<file path="src/rtl/qpt_pkg.sv">
package qpt_pkg;

    localparam int unsigned ANG_W = 16;

    typedef enum logic [1:0] {
        CS_IDLE = 2'd0,
        CS_ITER = 2'd1,
        CS_FIN  = 2'd2
    } cordic_st_e;

    // arctan(2^-i) with the full circle scaled to 2^16
    function automatic int unsigned atan_step(input int unsigned i);
        case (i)
            0:  return 8192;
            1:  return 4836;
            2:  return 2555;
            3:  return 1297;
            4:  return 651;
            5:  return 326;
            6:  return 163;
            7:  return 81;
            8:  return 41;
            9:  return 20;
            10: return 10;
            11: return 5;
            12: return 3;
            13: return 1;
            14: return 1;
            default: return 0;
        endcase
    endfunction

endpackage

</file>
<file path="src/rtl/qpt_calib.sv">
module qpt_calib #(
    parameter int SW    = 10,
    parameter int GW    = 12,
    parameter int KW    = 12,
    parameter int FRAC  = 10,
    parameter int W     = 20,
    parameter int GUARD = 4
) (
    input  logic signed [SW-1:0] s_i,
    input  logic signed [SW-1:0] c_i,
    input  logic        [GW-1:0] gs_i,
    input  logic        [GW-1:0] gc_i,
    input  logic signed [KW-1:0] k_i,
    output logic signed [W-1:0]  x_o,
    output logic signed [W-1:0]  y_o,
    output logic                 half_o
);
    localparam int PW = SW + GW + 1;
    localparam int QW = PW + KW;

    logic signed [PW-1:0] s_p, c_p, s_g, c_g;
    logic signed [QW-1:0] ks_p;
    logic signed [W-1:0]  s_n, c_n, s_sc, c_sc;

    always_comb begin
        // per-channel amplitude normalization
        s_p  = PW'(s_i) * PW'($signed({1'b0, gs_i}));
        c_p  = PW'(c_i) * PW'($signed({1'b0, gc_i}));
        s_g  = s_p >>> FRAC;
        c_g  = c_p >>> FRAC;
        // quadrature skew correction on the cosine channel
        ks_p = QW'(s_g) * QW'(k_i);
        s_n  = W'(s_g);
        c_n  = W'(c_g) - W'(ks_p >>> FRAC);
        s_sc = s_n <<< GUARD;
        c_sc = c_n <<< GUARD;
        // fold the left half-plane onto the right one
        half_o = c_sc[W-1];
        x_o    = half_o ? -c_sc : c_sc;
        y_o    = half_o ? -s_sc : s_sc;
    end
endmodule

</file>
<file path="src/rtl/qpt_cordic.sv">
module qpt_cordic
    import qpt_pkg::*;
#(
    parameter int W     = 20,
    parameter int ITERS = 14,
    parameter int PH_W  = 11
) (
    input  logic                clk,
    input  logic                rst_n,
    input  logic                start_i,
    input  logic signed [W-1:0] x_i,
    input  logic signed [W-1:0] y_i,
    input  logic                half_i,
    output logic                busy_o,
    output logic                done_o,
    output logic [PH_W-1:0]     phase_o
);
    localparam int IT_W = $clog2(ITERS) + 1;
    localparam int SH   = ANG_W - PH_W;

    typedef struct packed {
        cordic_st_e         st;
        logic [IT_W-1:0]    it;
        logic signed [W-1:0] x;
        logic signed [W-1:0] y;
        logic [ANG_W-1:0]   z;
    } core_s;

    core_s r_d, r_q;
    logic [ANG_W-1:0] step;
    logic [ANG_W-1:0] rnd;

    always_comb begin
        r_d  = r_q;
        step = ANG_W'(atan_step(32'(r_q.it)));
        case (r_q.st)
            CS_IDLE: begin
                if (start_i) begin
                    r_d.x  = x_i;
                    r_d.y  = y_i;
                    r_d.z  = half_i ? ANG_W'(1 << (ANG_W - 1)) : '0;
                    r_d.it = '0;
                    r_d.st = CS_ITER;
                end
            end
            CS_ITER: begin
                if (!r_q.y[W-1]) begin
                    r_d.x = r_q.x + (r_q.y >>> r_q.it);
                    r_d.y = r_q.y - (r_q.x >>> r_q.it);
                    r_d.z = r_q.z + step;
                end else begin
                    r_d.x = r_q.x - (r_q.y >>> r_q.it);
                    r_d.y = r_q.y + (r_q.x >>> r_q.it);
                    r_d.z = r_q.z - step;
                end
                r_d.it = r_q.it + 1'b1;
                if (r_q.it == IT_W'(ITERS - 1)) r_d.st = CS_FIN;
            end
            default: r_d.st = CS_IDLE;
        endcase
    end

    always_ff @(posedge clk or negedge rst_n) begin
        if (!rst_n) r_q <= '0;
        else        r_q <= r_d;
    end

    assign rnd     = r_q.z + ANG_W'(1 << (SH - 1));
    assign phase_o = PH_W'(rnd >> SH);
    assign busy_o  = (r_q.st != CS_IDLE);
    assign done_o  = (r_q.st == CS_FIN);

    // iteration index never passes the configured count
    a_r6_iter_bound: assert property (@(posedge clk) disable iff (!rst_n)
        (r_q.st == CS_ITER) |-> (r_q.it < IT_W'(ITERS)));
    // the core is only started when idle
    a_r7_start_idle: assert property (@(posedge clk) disable iff (!rst_n)
        start_i |-> !busy_o);
    // completion is a single-cycle event
    a_r6_done_pulse: assert property (@(posedge clk) disable iff (!rst_n)
        done_o |=> !done_o);
endmodule

</file>
<file path="src/rtl/qpt_timestamper.sv">
module qpt_timestamper #(
    parameter int SW    = 10,
    parameter int GW    = 12,
    parameter int KW    = 12,
    parameter int CW    = 32,
    parameter int PH_W  = 11,
    parameter int ITERS = 14
) (
    input  logic                 clk,
    input  logic                 rst_n,
    input  logic                 cap_i,
    input  logic signed [SW-1:0] sin_i,
    input  logic signed [SW-1:0] cos_i,
    input  logic        [GW-1:0] gain_sin_i,
    input  logic        [GW-1:0] gain_cos_i,
    input  logic signed [KW-1:0] quad_k_i,
    output logic                 ts_valid_o,
    output logic [CW+PH_W-1:0]   ts_o,
    output logic                 overrun_o
);
    localparam int FRAC  = 10;
    localparam int GUARD = 4;
    localparam int W     = SW + GUARD + 6;
    localparam int TS_W  = CW + PH_W;

    typedef struct packed {
        logic [CW-1:0]   cnt;
        logic [CW-1:0]   cnt_cap;
        logic signed [SW-1:0] s;
        logic signed [SW-1:0] c;
        logic            pend;
        logic            ovr;
        logic            vld;
        logic [TS_W-1:0] ts;
    } top_s;

    top_s r_d, r_q;

    logic                core_busy, core_done, busy, half;
    logic [PH_W-1:0]     core_phase;
    logic signed [W-1:0] x0, y0;

    assign busy = r_q.pend | core_busy;

    qpt_calib #(.SW(SW), .GW(GW), .KW(KW), .FRAC(FRAC), .W(W), .GUARD(GUARD)) calib_i (
        .s_i(r_q.s), .c_i(r_q.c), .gs_i(gain_sin_i), .gc_i(gain_cos_i), .k_i(quad_k_i),
        .x_o(x0), .y_o(y0), .half_o(half)
    );

    qpt_cordic #(.W(W), .ITERS(ITERS), .PH_W(PH_W)) core_i (
        .clk(clk), .rst_n(rst_n), .start_i(r_q.pend), .x_i(x0), .y_i(y0), .half_i(half),
        .busy_o(core_busy), .done_o(core_done), .phase_o(core_phase)
    );

    always_comb begin
        r_d      = r_q;
        r_d.cnt  = r_q.cnt + CW'(1);
        r_d.vld  = 1'b0;
        r_d.pend = 1'b0;
        if (cap_i && !busy) begin
            r_d.s       = sin_i;
            r_d.c       = cos_i;
            r_d.cnt_cap = r_q.cnt;
            r_d.pend    = 1'b1;
        end
        if (cap_i && busy) r_d.ovr = 1'b1;
        if (core_done) begin
            r_d.vld = 1'b1;
            r_d.ts  = {r_q.cnt_cap, core_phase};
        end
    end

    always_ff @(posedge clk or negedge rst_n) begin
        if (!rst_n) r_q <= '0;
        else        r_q <= r_d;
    end

    assign ts_valid_o = r_q.vld;
    assign ts_o       = r_q.ts;
    assign overrun_o  = r_q.ovr;

    // a strobe during a conversion raises the flag
    a_r8_drop_flags: assert property (@(posedge clk) disable iff (!rst_n)
        (cap_i && busy) |=> overrun_o);
    // the flag is sticky
    a_r8_overrun_sticky: assert property (@(posedge clk) disable iff (!rst_n)
        overrun_o |=> overrun_o);
    // core completion produces the result strobe next cycle
    a_r6_done_to_valid: assert property (@(posedge clk) disable iff (!rst_n)
        core_done |=> ts_valid_o);
    // one-cycle result strobe
    a_r6_valid_single: assert property (@(posedge clk) disable iff (!rst_n)
        ts_valid_o |=> !ts_valid_o);
    // an accepted strobe makes the block busy
    a_r9_accept_busy: assert property (@(posedge clk) disable iff (!rst_n)
        (cap_i && !busy) |=> busy);
endmodule

</file>
<file path="config.mk">
export PLATFORM = sky130hd
export DESIGN_NAME = qpt_timestamper
export DESIGN_NICKNAME = d
export VERILOG_FILES = /design/src/rtl/qpt_pkg.sv /design/src/rtl/qpt_calib.sv /design/src/rtl/qpt_cordic.sv /design/src/rtl/qpt_timestamper.sv
export SDC_FILE = /design/constraint.sdc
export NUM_CORES = 2
export LEC_CHECK = 0
export ABC_CLOCK_PERIOD_IN_PS = 34300
export BUFFER_PORTS_ARGS = -buffer_cell sky130_fd_sc_hd__clkbuf_2
export CAP_MARGIN = 30
export CORE_MARGIN = 2
export CORE_UTILIZATION = 30
export DETAILED_ROUTE_END_ITERATION = 12
export PLACE_DENSITY = 0.44
export SYNTH_ARGS = -nofsm -noshare
export SYNTH_HDL_FRONTEND = slang
export SYNTH_SLANG_ARGS = --single-unit
</file>
<file path="constraint.sdc">
create_clock -name clk -period 34.3 [get_ports clk]
set_clock_uncertainty 0.05 [all_clocks]
set_input_delay 0 -clock clk [delete_from_list [all_inputs] [get_ports clk]]
set_output_delay 0 -clock clk [all_outputs]
set_load 0.1 [all_outputs]
</file>
==> impl_metrics.json <==
{
  "synthAdderAreaFrac": 0.335,
  "setup_tns_ns": 0,
  "synth_flop_cell": "dfrtp_1",
  "top_usage_layer": "met2",
  "clock_latency_ns": 0.53,
  "hold_viol_final": 0,
  "first_global_vias": 21400,
  "max_cap_viol_count": 0,
  "avgSynthCellArea_sq_um": 9.00,
  "rsz0062_at_grt": "no",
  "wl_microns": 73300,
  "clk_pin_slew_ns": 0.12,
  "ys_ff_latch": 193,
  "status": "complete, no violations",
  "synth_top_cell_area_share": 0.216,
  "cts_tree": "yes",
  "setup_violations": 0,
  "grt-ovfl-total": 0,
  "synth_nets": 3777,
  "io_pins": 104,
  "utilization": 0.327,
  "ctsResizeCount": 0,
  "synth_cell_types": 86,
  "dp_hpwl_microns": 56900,
  "h-tree-depth": 4,
  "post-route-drc-count": 0,
  "cts_sinks": 193,
  "fin_crit_ns": 13.76,
  "cts-buffers-inserted": 17,
  "dp_slack_ns": 20.52,
  "groute.usage.overall": 0.156,
  "cts_buffer_depth": 2,
  "first_iter_violations": 1127,
  "final_common_cell": "inv_1",
  "port_buffers": 103,
  "muxShareOfSynthArea": 0.0784,
  "worst_slew_pin_slew_ns": 0.973,
  "synth-xor-area-share": 0.0609,
  "synth_area_leader_cell": "fa_1",
  "start_kind": "flop",
  "crit_required_ns": 34.64,
  "layout_setup_ws_ns": 20.54,
  "syn_to_final_growth_pct": 8.07,
  "finalCritPeriodShare": 0.401,
  "grt_max_degree": 90,
  "final_cell_mix": "396 x inv_1, 345 x nand2_1, 306 x fa_1, 268 x ha_1, 190 x dfrtp_1",
  "cts_setup_buffers": 0,
  "synth_compound_gate_area_share": 0.106,
  "synth_edf_count": 0,
  "core_sq_um": 93500,
  "synthSimpleGateAreaFrac": 0.162,
  "syn_area_sq_um": 28300,
  "floorplan.initialDensity": 0.303,
  "fmax_mhz": 72.7,
  "end_kind": "flop",
  "cp.arrival_ns": 14.10,
  "routedWlPerCell_microns": 16.7,
  "use_met2": 0.250,
  "final_area_sq_um": 30600,
  "ys_seq_area_frac": 0.171,
  "crit_fanout": 16,
  "routed_via_density": 4.76,
  "antenna_found_initial": 0,
  "num_rows": 112,
  "met1_usage": 0.222,
  "postPlaceCellArea_sq_um": 29700,
  "final_nets": 3755,
  "max_stage_delay_ns": 0.77,
  "ys_warn_count": 0,
  "synth.top_cells.by_area": "fa_1 22%, dfrtp_1 17%, ha_1 12%, inv_1 5.3%, nand2_1 4.6%",
  "die_area_sq_um": 96800,
  "syn_inst": 3144,
  "dr_total_vias": 20900,
  "cts-hold-fix-buffers": 22,
  "maxSlewViolCount": 0,
  "cts_root_buffer": "clkbuf_16",
  "die_y_microns": 311,
  "path_class": "reg -> reg",
  "use_met3": 0.0199,
  "n_antenna_cell": 0,
  "place_congestion": 0.824,
  "drive_above_1_share": 0.103,
  "hold_class": "in -> async",
  "grt_pass1_wl_microns": 121000,
  "cp_slowest_cell": "a21oi_1",
  "ant_nets": 0,
  "dr.pass1.iters": 5,
  "slew_headroom": 0.351,
  "die_x_microns": 311,
  "synth_top_family_by_area": "adder cells",
  "async_flop_share": 1.00,
  "path_common_cell": "fa_1"
}
==> synth_stat cells (11+ instances only) <==
cell type  instances
mux2i_1           23
nand2_1          345
o21a_1            21
dfrtp_1          193
mux2_2            96
clkbuf_1         130
nor2b_1           31
nand4_1           11
o21ai_0           92
nor3_1            51
mux4_2            32
fa_1             306
nor2_1           166
xor2_1            72
a21o_1            26
a31oi_1           26
xnor2_1          123
inv_1            396
o22ai_1           14
nand2b_1          45
and3_1            32
o21ai_1           34
ha_1             268
and2_1           184
o211ai_1          13
nand3_1           39
buf_4             43
a211oi_1          11
a21oi_1          141
==> routing by layer <==
metal	vias to the layer above	share of wire
met5	-	0
met4	0	0.018
met3	60	0.026
met2	271	0.46
met1	10300	0.49
li1	10300	-
==> metrics by stage <==
| stage | hold WS, ns | std cells |
|---|---|---|
| 2_1_floorplan | -0.346 | 3144 |
| 4_1_cts | 0.0826 | 4389 |
| 6_report | 0.0953 | 4389 |
| 3_5_place_dp | 0.0691 | 4335 |
| 5_1_grt | 0.134 | 4389 |
| 3_3_place_gp | 0.0684 | 4335 |
==> path summary, 6_finish.rpt <==
kind	startpoint	end	slack, ns	depth (start not counted)
worst min-delay path	rst_n	r_q[55]	0.1	2
min in group clk	sin_i[5]	r_q[61]	0.18	3
worst min register to register	r_q[129]	r_q[129]	0.42	1
max in group asynchronous	rst_n	ts_o[24]	32.83	3
worst max register to register	r_q[65]	core_i.r_q[44]	20.54	43
worst max-delay path	r_q[65]	core_i.r_q[44]	20.54	43
==> critical path, delay by kind of cell, from the launching register on <==
kind	cells	cell delay [ns]
compound gates	16	4.90
simple gates	7	1.32
xor+xnor	2	0.51
buf+inv	5	0.22
fa+ha+maj	13	5.91
flops	1	0.70
==> logic make-up (layout without fill, tap and decap cells) <==
family / after synthesis / in the layout
mux: 162 / 162
fa+ha+maj: 574 / 574
compound gates: 475 / 475
buf+inv: 595 / 586
simple gates: 949 / 949
xor+xnor: 196 / 196
flops: 193 / 193
==> flip-flops by register name, summed over array words and instances, names as in the netlist <==
signal	cells
overrun_o	1
core_i.r_q	63
r_q	85
ts_o	43
ts_valid_o	1
==> cell type report <==
type / instances / area [sq um]
inverters: 398 / 1490
clock buffers: 17 / 425
clock inverters: 15 / 236
repair buffers: 156 / 978
fillers: 9885 / 62900
flip-flops and latches: 193 / 4830
well taps: 1254 / 1570
multi-input cells: 2356 / 21100
Power is left out: the tool's default activity adds up to more than one toggle a clock period on the data nets, which glitch-free logic cannot reach.
